### config.mk
export PLATFORM = sky130hd
export DESIGN_NAME = mbx_remote_sender
export DESIGN_NICKNAME = d
export VERILOG_FILES = /design/src/rtl/mbx_pkg.sv /design/src/rtl/mbx_cmd_decode.sv /design/src/rtl/mbx_byte_merge.sv /design/src/rtl/mbx_seq_fsm.sv /design/src/rtl/mbx_remote_sender.sv
export SDC_FILE = /design/constraint.sdc
export NUM_CORES = 1
export LEC_CHECK = 0
export ABC_AREA = 1
export ABC_CLOCK_PERIOD_IN_PS = 1700
export BUFFER_PORTS_ARGS = -buffer_cell sky130_fd_sc_hd__buf_2
export CELL_PAD_IN_SITES_DETAIL_PLACEMENT = 0
export CELL_PAD_IN_SITES_GLOBAL_PLACEMENT = 1
export CORE_AREA = 5 5 130 107
export CTS_BUF_LIST = sky130_fd_sc_hd__clkbuf_8
export DETAILED_ROUTE_END_ITERATION = 8
export DIE_AREA = 0 0 135 112
export HOLD_SLACK_MARGIN = 0.12
export PLACE_DENSITY = 0.78
export SETUP_SLACK_MARGIN = 0.15
export SLEW_MARGIN = 20
export SYNTH_ARGS = -nofsm -noshare
export SYNTH_HDL_FRONTEND = slang
export SYNTH_SLANG_ARGS = --single-unit
### constraint.sdc
create_clock -name clk -period 1.7 [get_ports clk]
set_input_delay 0.34 -clock clk [delete_from_list [all_inputs] [get_ports clk]]
set_output_delay 0.34 -clock clk [all_outputs]
set_load 0.005 [all_outputs]
### src/rtl/mbx_pkg.sv
package mbx_pkg;

  typedef enum logic [1:0] {
    SEQ_IDLE  = 2'd0,
    SEQ_READ  = 2'd1,
    SEQ_WRITE = 2'd2,
    SEQ_DONE  = 2'd3
  } seq_st_e;

  localparam int CMD_W  = 64;
  localparam int WORD_W = 32;
  localparam int CID_W  = 10;
  localparam int RADR_W = 16;
  localparam int LANES  = WORD_W / 8;

  // mailbox word address: base, fixed 0x20 step, word select from bits 4:2
  function automatic logic [RADR_W-1:0] mailbox_addr(input logic [RADR_W-1:0] base,
                                                     input logic [CMD_W-1:0] cmd);
    return base + RADR_W'(16'h0020) + RADR_W'({cmd[4:2], 2'b00});
  endfunction

  function automatic logic [CID_W-1:0] cmd_cid(input logic [CMD_W-1:0] cmd);
    return cmd[25:16];
  endfunction

  function automatic logic [LANES-1:0] cmd_keep(input logic [CMD_W-1:0] cmd);
    return cmd[30:27];
  endfunction

  function automatic logic [WORD_W-1:0] cmd_data(input logic [CMD_W-1:0] cmd);
    return cmd[63:32];
  endfunction

endpackage

### src/rtl/mbx_cmd_decode.sv
module mbx_cmd_decode
  import mbx_pkg::*;
#(
  parameter int          SADDR_W   = 16,
  parameter int          NUM_CORES = 4,
  parameter logic [11:0] MAIL_OFS  = 12'h048,
  parameter logic [11:0] ANY_OFS   = 12'h158,
  parameter logic [15:0] MBOX_BASE = 16'h1000
) (
  input  logic [SADDR_W-1:0] addr,
  input  logic [3:0]         nbytes,
  input  logic [CMD_W-1:0]   cmd,
  output logic               size_ok,
  output logic               is_cmd,
  output logic               cid_ok,
  output logic [CID_W-1:0]   cid,
  output logic [RADR_W-1:0]  tgt_addr,
  output logic [WORD_W-1:0]  data,
  output logic [LANES-1:0]   keep
);
  logic [11:0] off;
  logic        is_mail;
  logic        is_any;
  logic        unused_bits;

  assign off         = addr[11:0];
  assign unused_bits = ^{addr[SADDR_W-1:12], cmd[26], cmd[31]};
  assign is_mail     = (off == MAIL_OFS);
  assign is_any      = (off == ANY_OFS);
  assign is_cmd      = is_mail | is_any;
  assign size_ok     = (nbytes == 4'd8);
  assign cid         = cmd_cid(cmd);
  assign cid_ok      = ({22'd0, cid} < 32'(NUM_CORES));
  assign keep        = cmd_keep(cmd);
  assign data        = cmd_data(cmd);
  assign tgt_addr    = is_mail ? mailbox_addr(MBOX_BASE, cmd) : cmd[15:0];
endmodule

### src/rtl/mbx_byte_merge.sv
module mbx_byte_merge
  import mbx_pkg::*;
(
  input  logic [WORD_W-1:0] old_w,
  input  logic [WORD_W-1:0] new_w,
  input  logic [LANES-1:0]  keep,
  output logic [WORD_W-1:0] merged
);
  for (genvar gi = 0; gi < LANES; gi++) begin : g_lane
    assign merged[8*gi +: 8] = keep[gi] ? old_w[8*gi +: 8] : new_w[8*gi +: 8];
  end
endmodule

### src/rtl/mbx_seq_fsm.sv
module mbx_seq_fsm
  import mbx_pkg::*;
(
  input  logic clk,
  input  logic rst_n,
  input  logic start,
  input  logic start_err,
  input  logic start_skip,
  input  logic need_read,
  input  logic rd_ack,
  input  logic wr_ack,
  output logic ready,
  output logic rd_req,
  output logic wr_req,
  output logic resp_valid,
  output logic resp_err
);
  seq_st_e st_q, st_d;
  logic    err_q;

  always_comb begin
    st_d = st_q;
    unique case (st_q)
      SEQ_IDLE:  if (start) begin
                   if (start_err || start_skip) st_d = SEQ_DONE;
                   else if (need_read)          st_d = SEQ_READ;
                   else                         st_d = SEQ_WRITE;
                 end
      SEQ_READ:  if (rd_ack) st_d = SEQ_WRITE;
      SEQ_WRITE: if (wr_ack) st_d = SEQ_DONE;
      SEQ_DONE:  st_d = SEQ_IDLE;
      default:   st_d = SEQ_IDLE;
    endcase
  end

  always_ff @(posedge clk) begin
    if (!rst_n) begin
      st_q  <= SEQ_IDLE;
      err_q <= 1'b0;
    end else begin
      st_q <= st_d;
      if (start && st_q == SEQ_IDLE) err_q <= start_err;
    end
  end

  assign ready      = (st_q == SEQ_IDLE);
  assign rd_req     = (st_q == SEQ_READ);
  assign wr_req     = (st_q == SEQ_WRITE);
  assign resp_valid = (st_q == SEQ_DONE);
  assign resp_err   = resp_valid & err_q;


  resp_pulse_chk: assert property (@(posedge clk) disable iff (!rst_n)
    resp_valid |=> !resp_valid && ready);


  req_excl_chk: assert property (@(posedge clk) disable iff (!rst_n)
    !(rd_req && wr_req));
endmodule

### src/rtl/mbx_remote_sender.sv
module mbx_remote_sender
  import mbx_pkg::*;
#(
  parameter int          NUM_CORES = 4,
  parameter logic [15:0] MBOX_BASE = 16'h1000,
  parameter logic [11:0] MAIL_OFS  = 12'h048,
  parameter logic [11:0] ANY_OFS   = 12'h158
) (
  input  logic        clk,
  input  logic        rst_n,
  input  logic        s_valid,
  output logic        s_ready,
  input  logic [15:0] s_addr,
  input  logic [3:0]  s_bytes,
  input  logic [63:0] s_wdata,
  output logic        s_resp_valid,
  output logic        s_resp_err,
  output logic [9:0]  m_cid,
  output logic [15:0] m_addr,
  output logic        m_rd_req,
  input  logic        m_rd_ack,
  input  logic [31:0] m_rd_data,
  output logic        m_wr_req,
  output logic [31:0] m_wr_data,
  input  logic        m_wr_ack
);
  logic              fire;
  logic              size_ok, is_cmd, cid_ok;
  logic [CID_W-1:0]  dec_cid;
  logic [RADR_W-1:0] dec_addr;
  logic [WORD_W-1:0] dec_data;
  logic [LANES-1:0]  dec_keep;
  logic              bad_cid, bad_size, skip_cmd, need_read;
  logic [CID_W-1:0]  cid_q;
  logic [RADR_W-1:0] addr_q;
  logic [WORD_W-1:0] new_q, wdat_q, merged;
  logic [LANES-1:0]  keep_q;

  mbx_cmd_decode #(
    .SADDR_W(16), .NUM_CORES(NUM_CORES), .MAIL_OFS(MAIL_OFS),
    .ANY_OFS(ANY_OFS), .MBOX_BASE(MBOX_BASE)
  ) u_dec (
    .addr(s_addr), .nbytes(s_bytes), .cmd(s_wdata),
    .size_ok(size_ok), .is_cmd(is_cmd), .cid_ok(cid_ok),
    .cid(dec_cid), .tgt_addr(dec_addr), .data(dec_data), .keep(dec_keep)
  );

  assign fire      = s_valid & s_ready;
  assign bad_size  = !size_ok;
  assign skip_cmd  = size_ok & !is_cmd;
  assign bad_cid   = size_ok & is_cmd & !cid_ok;
  assign need_read = |dec_keep;

  mbx_seq_fsm u_fsm (
    .clk(clk), .rst_n(rst_n),
    .start(fire), .start_err(bad_size | bad_cid), .start_skip(skip_cmd),
    .need_read(need_read), .rd_ack(m_rd_ack), .wr_ack(m_wr_ack),
    .ready(s_ready), .rd_req(m_rd_req), .wr_req(m_wr_req),
    .resp_valid(s_resp_valid), .resp_err(s_resp_err)
  );

  mbx_byte_merge u_merge (
    .old_w(m_rd_data), .new_w(new_q), .keep(keep_q), .merged(merged)
  );

  always_ff @(posedge clk) begin
    if (!rst_n) begin
      cid_q  <= '0;
      addr_q <= '0;
      new_q  <= '0;
      wdat_q <= '0;
      keep_q <= '0;
    end else if (fire) begin
      cid_q  <= dec_cid;
      addr_q <= dec_addr;
      new_q  <= dec_data;
      wdat_q <= dec_data;
      keep_q <= dec_keep;
    end else if (m_rd_req && m_rd_ack) begin
      wdat_q <= merged;
    end
  end

  assign m_cid     = cid_q;
  assign m_addr    = addr_q;
  assign m_wr_data = wdat_q;


  rd_hold_chk: assert property (@(posedge clk) disable iff (!rst_n)
    m_rd_req && !m_rd_ack |=> m_rd_req && $stable(m_addr) && $stable(m_cid));


  wr_hold_chk: assert property (@(posedge clk) disable iff (!rst_n)
    m_wr_req && !m_wr_ack |=> m_wr_req && $stable(m_wr_data) && $stable(m_addr));


  bad_cid_chk: assert property (@(posedge clk) disable iff (!rst_n)
    fire && bad_cid |=> s_resp_valid && s_resp_err && !m_rd_req && !m_wr_req);


  direct_write_chk: assert property (@(posedge clk) disable iff (!rst_n)
    fire && size_ok && is_cmd && cid_ok && dec_keep == '0 |=> m_wr_req && !m_rd_req);


  busy_chk: assert property (@(posedge clk) disable iff (!rst_n)
    fire |=> !s_ready);
endmodule

==> results.yml <==
cells_and_area:
  areaGrowthSynthToFinish_pct: 43.3
  multiInputGateArea_um2: 1850
  finalNonFillerCells: 884
  n_antenna_cell: 0
  seq_area_um2: 1950
  final_area_um2: 5740
  drive_above_1_share: 0.343
  fin_util: 0.458
  fill_cells: 1242
  fin_nets: 829
synth:
  synth_top_area_share: 0.485
  ys_ff_latch: 97
  synth_edf_count: 0
  yosys_warnings: 0
  seq_area_frac_synth: 0.485
  post-synth-top-count-cell: "nand2_1"
  synthesis.instances: 520
  syn_area_per_cell_um2: 7.70
  synth_area_leader_cell: "dfxtp_1"
  ys_types: 23
  async_flop_share: 0
  synth_area_leaders: "dfxtp_1, nand2_1, a21oi_1, o211ai_1, a31oi_1"
  synth_nets: 645
  netlist_area_um2: 4010
  synth_flop_cell: "dfxtp_1"
  synth_common_cells: "nand2_1, dfxtp_1, a21oi_1"
power:
  p_sw_frac: 0.360
  leakage_nw: 2.75
  powerDensity_nw_per_um2: 1460
  peakVddDrop_mv: 0.725
  switching_power_mw: 3.03
  p_int_mw: 5.38
  total_power_mw: 8.41
  pwr-share-comb: 0.436
  power_frac_seq: 0.368
  pwr-share-clk: 0.196
grt:
  grt_pass1_wl_mm: 21.3
  grt_max_degree: 43
  antenna_found_initial: 0
  grt_pass1_vias: 4334
  overflow: 0
  groute.usage.overall: 0.174
drt:
  drt_iter0_markers: 247
  dr_total_vias: 4295
  drc: 0
  avgViaCountPerCell: 4.86
  dr.pass1.iters: 4
  totalWireLength_mm: 13.8
  antenna_left: 0
  post_drt_wl_per_cell_um: 15.6
sta:
  slew_violations: 0
  postLayoutSetupSlackWorst_ns: 0.174
  max_freq_mhz: 655
  hold_viol: 0
  period_needed_ns: 1.53
  finClkSkew_ns: 0.0132
  relSlewSlack: 0.753
  rsz0062_at_grt: "true"
  tns_ns: 0
  worstMarginPinSlew_ns: 0.371
  fin_hold_ws_ns: 0.217
  finalSetupViolCount: 0
  fin_crit_sh: 0.898
clock_tree:
  clk_pin_slew_ns: 0.09
  cts_tree: "done"
  max-clock-path-buffers: 2
  cts_buffers: 9
  cts_sinks: 97
  htreeDepth: 3
  clk_latency_ns: 0.36
  root_buffer: "clkbuf_8"
min_path:
  min_from: "s_wdata[10]"
  whs_path_depth: 3
  min_path_type: "in2reg"
  min_to: "m_addr[10]"
status:
  status: "complete, no violations"
floorplan:
  initial_core_util: 0.319
  floorplan.die_area_um2: 15100
  die_x_um: 135
  die_h_um: 112
  rows: 37
  core_um2: 12500
  io_pins: 184
setup_path:
  cp-start-kind: "register"
  cp.required_ns: 1.36
  worstPathArrival_ns: 1.19
  regToRegSetupSlack_ns: 0.17
  ff2ff_path_depth: 10
  r2r-end: "m_wr_data[13]"
  endpoint_kind: "primary output"
  critical_path_class: "reg2out"
  regToRegStartpoint: "u_fsm.st_q[1]"
  critPathMaxFanout: 4
placed_design:
  dp_hpwl_mm: 9.43
  dp_cells: 855
  io_buffer_count: 177
  dpl-instance-area_um2: 5100
  pre_cts_slack_ns: -0.0460
  gp_congestion: 0.771
run:
  maxCapViolations: 0
## what timing repair did
item	in CTS	in global routing
pin swaps	1	7
endpoints found under the hold margin	0	0
setup buffers	2	4
resized for setup	18	31
hold buffers	0	0
setup endpoints to repair	77	55
cloned	3	4
## registers in the layout, indices dropped and copies added, names as in the netlist
name         cells
u_fsm.err_q      1
keep_q           4
m_cid           10
new_q           32
m_wr_data       32
m_addr          16
u_fsm.st_q       2
## worst max path at each step
| stage | from | end | slack (ns) | cells past startpoint |
|---|---|---|---|---|
| after floorplan | u_fsm.st_q[0] | m_wr_data[27] | 0.31 | 8 |
| after global placement | u_fsm.st_q[0] | m_wr_data[25] | 0.04 | 8 |
| after detailed placement | u_fsm.st_q[0] | m_wr_data[20] | -0.05 | 8 |
| after CTS | u_fsm.st_q[0] | m_wr_data[11] | 0.15 | 8 |
| after global routing | u_fsm.st_q[1] | m_wr_data[13] | 0.11 | 10 |
| final | u_fsm.st_q[1] | s_ready | 0.17 | 4 |
## area by class of cell
class / instances / share of cell area
Sequential cell: 97 / 0.340
Multi-Input combinational cell: 366 / 0.321
Timing Repair Buffer: 207 / 0.245
Tap cell: 175 / 0.0381
Clock buffer: 12 / 0.0288
Inverter: 23 / 0.0168
Clock inverter: 4 / 0.0102
## power groups by stage
| stage | sequential [mW] | combinational (mW) | clock [mW] |
|---|---|---|---|
| floorplan | 3.11 | 1.69 | 0 |
| global placement | 3.09 | 2.70 | 0 |
| detailed placement | 3.11 | 2.75 | 0 |
| CTS | 3.08 | 3.14 | 1.71 |
| global route | 3.16 | 4.03 | 1.79 |
| finish | 3.09 | 3.67 | 1.65 |
## placed cells by master, fill, tap and decap left out, drive strengths merged, types with 2 or more instances in the layout
cell | netlist | routed
nand3 | 35 | 35
clkbuf | 12 | 16
nand4 | 2 | 2
nor2 | 39 | 39
o21ai | 29 | 29
dfxtp | 97 | 97
inv | 22 | 24
buf | 22 | 203
clkinv | 1 | 2
ha | 4 | 4
o211ai | 32 | 32
a31oi | 32 | 32
a21oi | 55 | 55
nand2 | 135 | 135
## cells by family (layout without fill, tap and decap cells)
family | Yosys count | count (layout) | synth area share
compound gates | 149 | 149 | 0.216
fa+ha+maj | 4 | 4 | 0.0125
simple gates | 213 | 213 | 0.213
flops | 97 | 97 | 0.485
buf+inv | 57 | 246 | 0.0731
## routing by layer
layer / GRT usage / vias up / share of wire
li1: - / 2152 / -
met1: 0.225 / 1991 / 0.45
met2: 0.290 / 139 / 0.48
met3: 0.0407 / 13 / 0.067
met4: 0.0510 / 0 / 0.010
met5: 0 / - / 0
## critical path, cell delays in order, from the launching register on
cell and delay [ns]:
dfxtp_4 0.39, inv_4 0.04, ha_4 0.18, buf_6 0.12, buf_6 0.10
(Power assumes the default switching activity.)
